## config.mk

```make
export PLATFORM = sky130hd
export DESIGN_NAME = bit_fault_monitor
export DESIGN_NICKNAME = d
export VERILOG_FILES = /design/src/rtl/bit_mon_pkg.sv /design/src/rtl/amp_loss_det.sv /design/src/rtl/err_qual.sv /design/src/rtl/fnull_kick.sv /design/src/rtl/bit_fault_monitor.sv
export SDC_FILE = /design/constraint.sdc
export NUM_CORES = 1
export LEC_CHECK = 0
export BUFFER_PORTS_ARGS = -buffer_cell sky130_fd_sc_hd__buf_2
export CAP_MARGIN = 20
export CORE_MARGIN = 2
export CORE_UTILIZATION = 44
export CTS_CLUSTER_DIAMETER = 60
export DETAILED_ROUTE_END_ITERATION = 6
export MAX_ROUTING_LAYER = met4
export PLACE_DENSITY_LB_ADDON = 0.15
export SYNTH_ARGS = -nofsm -noshare
export SYNTH_HDL_FRONTEND = slang
export SYNTH_SLANG_ARGS = --single-unit
```

## constraint.sdc

```tcl
create_clock -name clk_i -period 2.6 [get_ports clk_i]
set_input_delay 0.52 -clock clk_i [delete_from_list [all_inputs] [get_ports clk_i]]
set_output_delay 0.52 -clock clk_i [all_outputs]
set_load 0.03 [all_outputs]
```

## src/rtl/bit_mon_pkg.sv

```systemverilog
package bit_mon_pkg;

  typedef struct packed {
    logic los;
    logic lor;
    logic err;
    logic unsettled;
    logic fnull;
  } fault_t;

  function automatic logic any_fault(fault_t f);
    return f.los | f.lor | f.err | f.unsettled | f.fnull;
  endfunction

endpackage

```

## src/rtl/amp_loss_det.sv

```systemverilog
// Registered flag: every channel magnitude below threshold.
module amp_loss_det #(
  parameter int unsigned AMP_W   = 12,
  parameter int unsigned NUM_CH  = 2,
  parameter int unsigned AMP_THR = 410
) (
  input  logic                           clk_i,
  input  logic                           rst_ni,
  input  logic [NUM_CH-1:0][AMP_W-1:0]   mag_i,
  output logic                           loss_o
);

  localparam logic [AMP_W-1:0] THR_V = AMP_W'(AMP_THR);

  logic [NUM_CH-1:0] low_ch;

  for (genvar g = 0; g < NUM_CH; g++) begin : g_ch
    assign low_ch[g] = (mag_i[g] < THR_V);
  end

  always_ff @(posedge clk_i or negedge rst_ni) begin
    if (!rst_ni) loss_o <= 1'b0;
    else         loss_o <= &low_ch;
  end

endmodule

```

## src/rtl/err_qual.sv

```systemverilog
// Excess-error qualifier with restartable delay and power-up settle flag.
module err_qual #(
  parameter int unsigned ERR_W   = 16,
  parameter int unsigned ERR_THR = 100,
  parameter int unsigned DLY_CYC = 64
) (
  input  logic                    clk_i,
  input  logic                    rst_ni,
  input  logic signed [ERR_W-1:0] err_i,
  output logic                    err_o,
  output logic                    unsettled_o
);

  localparam int unsigned   CNT_W = (DLY_CYC < 2) ? 1 : $clog2(DLY_CYC);
  localparam logic [ERR_W-1:0] THR_V = ERR_W'(ERR_THR);
  localparam logic [CNT_W-1:0] LAST  = CNT_W'(DLY_CYC - 1);

  logic [ERR_W-1:0] mag;
  logic             over;
  logic [CNT_W-1:0] cnt_q;

  // two's-complement magnitude, unsigned so the most negative code is exact
  assign mag  = err_i[ERR_W-1] ? (~err_i + 1'b1) : err_i;
  assign over = (mag > THR_V);

  always_ff @(posedge clk_i or negedge rst_ni) begin
    if (!rst_ni) begin
      cnt_q <= '0;
      err_o <= 1'b0;
    end else if (!over) begin
      cnt_q <= '0;
      err_o <= 1'b0;
    end else if (cnt_q == LAST) begin
      err_o <= 1'b1;
    end else begin
      cnt_q <= cnt_q + 1'b1;
    end
  end

  always_ff @(posedge clk_i or negedge rst_ni) begin
    if (!rst_ni)    unsettled_o <= 1'b1;
    else if (!over) unsettled_o <= 1'b0;
  end

endmodule

```

## src/rtl/fnull_kick.sv

```systemverilog
// Phase-inversion flag register and rising-edge kick pulse.
module fnull_kick (
  input  logic clk_i,
  input  logic rst_ni,
  input  logic fnull_i,
  output logic fnull_o,
  output logic kick_o
);

  always_ff @(posedge clk_i or negedge rst_ni) begin
    if (!rst_ni) begin
      fnull_o <= 1'b0;
      kick_o  <= 1'b0;
    end else begin
      fnull_o <= fnull_i;
      kick_o  <= fnull_i & ~fnull_o;
    end
  end

endmodule

```

## src/rtl/bit_fault_monitor.sv

```systemverilog
module bit_fault_monitor
  import bit_mon_pkg::*;
#(
  parameter int unsigned AMP_W   = 12,
  parameter int unsigned ERR_W   = 16,
  parameter int unsigned AMP_THR = 410,
  parameter int unsigned ERR_THR = 100,
  parameter int unsigned DLY_CYC = 64
) (
  input  logic                    clk_i,
  input  logic                    rst_ni,
  input  logic [AMP_W-1:0]        sin_mag_i,
  input  logic [AMP_W-1:0]        cos_mag_i,
  input  logic [AMP_W-1:0]        ref_mag_i,
  input  logic signed [ERR_W-1:0] trk_err_i,
  input  logic                    false_null_i,
  output logic                    bit_no,
  output logic                    kick_o
);

  fault_t flt;

  amp_loss_det #(.AMP_W(AMP_W), .NUM_CH(2), .AMP_THR(AMP_THR)) u_los (
    .clk_i  (clk_i),
    .rst_ni (rst_ni),
    .mag_i  ({sin_mag_i, cos_mag_i}),
    .loss_o (flt.los)
  );

  amp_loss_det #(.AMP_W(AMP_W), .NUM_CH(1), .AMP_THR(AMP_THR)) u_lor (
    .clk_i  (clk_i),
    .rst_ni (rst_ni),
    .mag_i  (ref_mag_i),
    .loss_o (flt.lor)
  );

  err_qual #(.ERR_W(ERR_W), .ERR_THR(ERR_THR), .DLY_CYC(DLY_CYC)) u_err (
    .clk_i       (clk_i),
    .rst_ni      (rst_ni),
    .err_i       (trk_err_i),
    .err_o       (flt.err),
    .unsettled_o (flt.unsettled)
  );

  fnull_kick u_fn (
    .clk_i   (clk_i),
    .rst_ni  (rst_ni),
    .fnull_i (false_null_i),
    .fnull_o (flt.fnull),
    .kick_o  (kick_o)
  );

  assign bit_no = ~any_fault(flt);

endmodule

```

==> impl_metrics.ini, run 1 <==
[synth]
ys_ff_latch = 12
ys_warn_count = 0
ys_types = 41
postSynth.asyncResetShare = 1.00
syn_inst = 96
syn_area_um2 = 870
ys_seq_area_frac = 0.347
synth_ff_type = dfrtp_1
syn_avg_cell_area_um2 = 9.06
synth_edf_count = 0
synth.net_count = 152

[route]
drc_errors = 0
drtPass1Iterations = 4
drtAntennaViolNets = 0
drt_wl_total_um = 2280
drt-wirelength-per-cell_um = 12.6
viasPerCell = 5.57
vias = 1009
drt-initial-drc-count = 12

[timing]
fin_crit_ps = 2000
finalHoldViolCount = 0
rsz0062_at_grt = no
worstMarginPinSlew_ps = 429
holdWs_ps = 94.2
setup_viol = 0
finalSetupTns_ps = 0
finalCritPeriodShare = 0.770
finClkSkew_ps = 9.52
setup_slack_ps = 597
slew_violations = 0
timing.fmax_mhz = 499
relSlewSlack = 0.712

[clocking]
clockBufferDepth = 2
cts_root_buf = clkbuf_4
ctsHoldBuffers = 0
cts_tree = built
clock-sinks = 12
ctsHtreeMaxLevel = 1
cts_made_buffers = 3
clk_pin_slew_ps = 80
ctsResizeCount = 0
post_cts_buffers = 0
clock_latency_ps = 280

[run]
cap_violations = 0

[placement]
dp_slack_ps = 295
port_buffers = 53
postPlaceCellArea_mm2 = 0.00118
gp_congestion = 0.818
hpwlAfterDp_um = 1880

[floorplanning]
die_h_um = 48.5
die_area_mm2 = 0.00235
coreArea_mm2 = 0.00190
start_util = 0.457
rows = 16
io_pins = 57
die_x_um = 48.5

[power]
power.total_uw = 658
power_per_cell_area_mw_per_mm2 = 544
irDropWorstVdd_mv = 0.429
cellLeakagePower_uw = 0.000581

[outcome]
status = finished clean

[critical_path]
end_kind = register
setup.worst_path.start_class = primary input
rrSetupSlack_ps = 1050
r2r-start = u_err.cnt_q[0]
cp.arrival_ps = 2170
path_max_fanout = 8
crit_type = primary input to register
r2r_end = u_err.cnt_q[3]
worst_r2r_path_depth = 6
required_ps = 2770

[worst_hold_path]
hold_path_class = primary input to async pin

[cells_and_area]
syn_to_final_growth_pct = 39.1
nets = 211
layout_commonest_cell = buf_2
postLayoutCellArea_mm2 = 0.00121
layout-drive-gt1-share = 0.442
final_cell_mix = buf_2 (53), nor2_1 (11), dfrtp_1 (11)
diodes = 0

[grt]
grt_pass1_wl_um = 3840
gr-usage-all-layers = 0.215
grt_pass1_vias = 955
antenna_found_initial = 0
grt.overflow.total = 0
grt_max_degree = 13
[stage by stage]
step,std cells,utilization
final,181,0.636
after global routing,181,0.636
after CTS,181,0.636
after detailed placement,177,0.622
after global placement,177,0.622
after floorplan,96,-
[sequential cells by signal, indices dropped and copies added, names as in the netlist]
signal             flops
u_fn.fnull_o           1
u_fn.kick_o            1
u_los.loss_o           1
u_err.unsettled_o      1
u_err.err_o            1
u_lor.loss_o           1
u_err.cnt_q            6
[layout make-up]
type / instances / area (um2)
timing repair buffer: 56 / 288
tap: 27 / 33.8
fill: 172 / 692
clock buffer: 4 / 26.3
inverter: 3 / 11.3
multi-input combinational: 79 / 549
sequential: 12 / 302
[logic make-up (layout without fill, tap and decap cells)]
family | count (synthesis) | count (layout) | share of synthesized area
AND/OR/NAND/NOR | 45 | 45 | 0.309
buffers and inverters | 5 | 63 | 0.0216
adder cells (fa/ha/maj) | 1 | 1 | 0.0144
XOR/XNOR | 1 | 1 | 0.0101
AO/OA/AOI/OAI | 28 | 28 | 0.246
flip-flops | 12 | 12 | 0.347
multiplexers | 4 | 4 | 0.0518
[how the worst max path moves through the flow]
stage	from	endpoint	slack [ps]	cells after the start
after floorplan	trk_err_i[15]	u_err.cnt_q[2]	410	6
after global placement	trk_err_i[0]	u_err.cnt_q[5]	330	7
after detailed placement	trk_err_i[0]	u_err.cnt_q[5]	290	7
after CTS	trk_err_i[0]	u_err.cnt_q[5]	600	7
after global routing	trk_err_i[0]	u_err.cnt_q[5]	490	8
final	trk_err_i[0]	u_err.cnt_q[5]	600	7
[synth_stat cells (2+ instances only)]
cell,number,area (um2)
a211oi_1,2,15.0
a21oi_1,9,45.0
a221oi_1,2,17.5
and3_1,4,25.0
and3_2,2,15.0
clkbuf_1,2,7.51
dfrtp_1,11,275
inv_1,2,7.51
mux2i_1,3,30.0
nand2_1,4,15.0
nand3_1,3,15.0
nand4_1,2,12.5
nand4b_1,3,26.3
nor2_1,11,41.3
nor2b_1,2,12.5
nor3_1,4,20.0
nor4_1,2,12.5
o211ai_1,2,15.0
o21ai_0,4,20.0
[report_power, final]
| group | total (uW) | internal [uW] | leakage, uW | switching [uW] |
|---|---|---|---|---|
| Clock | 126 | 59.6 | 0.0000150 | 66.2 |
| Combinational | 247 | 119 | 0.000428 | 128 |
| Sequential | 285 | 242 | 0.000138 | 42.7 |
| Total | 658 | 421 | 0.000581 | 237 |
[worst max-delay path: stages]
cell       delay [ps]
buf_2             120
nor4_4            360
a2111oi_1         140
o311a_1           410
a2111oi_4         330
buf_4             200
a221oi_1           90
[metal layers]
layer,share of wire,wire length (um),vias to the layer above,track usage
met5,0,0,-,-
met4,0.0061,14,0,0.0476
met3,0.080,182,4,0.0617
met2,0.51,1170,56,0.400
met1,0.40,915,456,0.224
li1,-,-,493,-
No activity file was read; power rests on OpenSTA's default activity.
==> run 2: changes to the inputs <==
- CORE_UTILIZATION: 44 -> 37
- clock period: 2.6 -> 1.78 ns (I/O delays scaled with it)
==> impl_metrics.ini, run 2 (synthesis results as in run 1) <==
[placement]
hpwlAfterDp_um = 1910
port_buffers = 53
dp_slack_ps = -329
postPlaceCellArea_mm2 = 0.00132
gp_congestion = 0.917

[power]
pwr-share-clk = 0.199
p_switching_uw = 385
irDropWorstVdd_mv = 0.770
switching_share = 0.349
power_per_cell_area_mw_per_mm2 = 750
combPwrFrac = 0.423
pwr-share-seq = 0.379
power.internal_uw = 720
cellLeakagePower_uw = 0.000699

[timing]
finalCritPeriodShare = 1.01
slew_violations = 0
relSlewSlack = 0.703
setup_slack_ps = -14.1
finalHoldViolCount = 0
fin_crit_ps = 1790
rsz0062_at_grt = yes
setup_viol = 1
timing.fmax_mhz = 557
worstMarginPinSlew_ps = 446
finClkSkew_ps = 7.36

[critical_path]
required_ps = 1420
setup.worst_path.start_class = register
rrSetupSlack_ps = 230
path_max_fanout = 1
cp.arrival_ps = 1440
crit_type = register to primary output
r2r-start = u_err.cnt_q[0]
end_kind = primary output
r2r_end = u_err.cnt_q[3]
worst_r2r_path_depth = 6

[clocking]
clock_latency_ps = 280
cts_made_buffers = 3
clock-sinks = 12
cts_root_buf = clkbuf_4
clockBufferDepth = 2
cts_tree = built
clk_pin_slew_ps = 70
ctsHtreeMaxLevel = 1

[cells_and_area]
diodes = 0
nets = 231
postLayoutCellArea_mm2 = 0.00147
largest-register = u_err.cnt_q
final_cell_mix = buf_2 (50), buf_4 (21), dfrtp_1 (11)
final.fill_count = 201
largest_reg_flops = 6
layout-drive-gt1-share = 0.569
syn_to_final_growth_pct = 69.4
layout_commonest_cell = buf_2

[grt]
grt_pass1_wl_um = 3750
grt.overflow.total = 0
antenna_found_initial = 0
gr-usage-all-layers = 0.185
grt_max_degree = 13
grt_pass1_vias = 962

[floorplanning]
rows = 17
start_util = 0.393
io_pins = 57
die_h_um = 52.5
coreArea_mm2 = 0.00221
die_area_mm2 = 0.00275
die_x_um = 52.5

[worst_hold_path]
hold_path_class = primary input to register
min_path_cells = 1
min_to = u_fn.fnull_o
min_from = false_null_i

[route]
vias = 1074
drtPass1Iterations = 4
drt-wirelength-per-cell_um = 11.6
drtAntennaViolNets = 0
viasPerCell = 5.32
drc_errors = 0
drt-initial-drc-count = 15
drt_wl_total_um = 2340

[outcome]
status = finished with violations
violations = negative setup slack

[run]
cap_violations = 0
==> run 2: cell types whose count changed in the layout (fill, tap and decap cells not counted), sizes merged <==
| cell | change |
|---|---|
| buf | +19 |
| dlygate4sd3 | +1 |
==> run 2: stage by stage <==
step | total power, uW | hold slack [ps] | TNS, ps | utilization | instances
6_report | 1100 | 199 | -14.1 | 0.666 | 202
3_5_place_dp | 813 | 249 | -2350 | 0.597 | 196
4_1_cts | 1040 | 198 | -29.0 | 0.620 | 201
3_3_place_gp | 784 | 243 | -2240 | 0.597 | 196
2_1_floorplan | 643 | 60.4 | -1240 | - | 96
5_1_grt | 1190 | 184 | -324 | 0.666 | 202
==> run 2: final cells by class <==
type                       instances  area [um2]  share of cell area
clock buffer                       4        36.3              0.0246
inverter                           3        11.3             0.00765
multi-input combinational         79         626               0.425
sequential                        12         302               0.205
tap                               28        35.0              0.0238
timing repair buffer              76         463               0.314
==> run 2: worst max-delay path: stages, from the launching register on <==
cell     delay, ps
dfrtp_1        370
or4_4          540
nor2_4         120
buf_6          130
==> run 2: power groups by stage <==
| stage | Clock [uW] | Combinational (uW) | Sequential (uW) |
|---|---|---|---|
| 6_report | 220 | 467 | 418 |
| 5_1_grt | 242 | 521 | 429 |
| 4_1_cts | 224 | 400 | 413 |
| 3_5_place_dp | 0 | 396 | 417 |
| 3_3_place_gp | 0 | 372 | 413 |
| 2_1_floorplan | 0 | 239 | 404 |
==> run 2: how the worst max path moves through the flow <==
| stage | start | to | slack [ps] | depth (start not counted) |
|---|---|---|---|---|
| floorplan | trk_err_i[3] | u_err.cnt_q[2] | -200 | 5 |
| global placement | trk_err_i[3] | u_err.cnt_q[5] | -310 | 7 |
| detailed placement | trk_err_i[3] | u_err.cnt_q[5] | -330 | 7 |
| CTS | u_err.err_o | bit_no | -30 | 3 |
| global route | u_los.loss_o | bit_no | -70 | 3 |
| finish | u_los.loss_o | bit_no | -10 | 3 |
==> run 2: metal layers <==
metal  global-route usage  vias to the layer above  wire length (um)
met4               0.0299                        0                 0
met1                0.226                      487               978
li1                     -                      533                 -
met3               0.0543                        0               174
met5                    -                        -                 0
met2                0.306                       54              1180
==> run 2: timing repair <==
action / 4_1_cts / 5_1_grt
hold endpoints to repair: 11 / 0
hold buffers: 1 / 0
gates resized for setup: 2 / 20
pin swaps: 3 / 12
setup endpoints to repair: 4 / 9
buffers inserted: 0 / 1
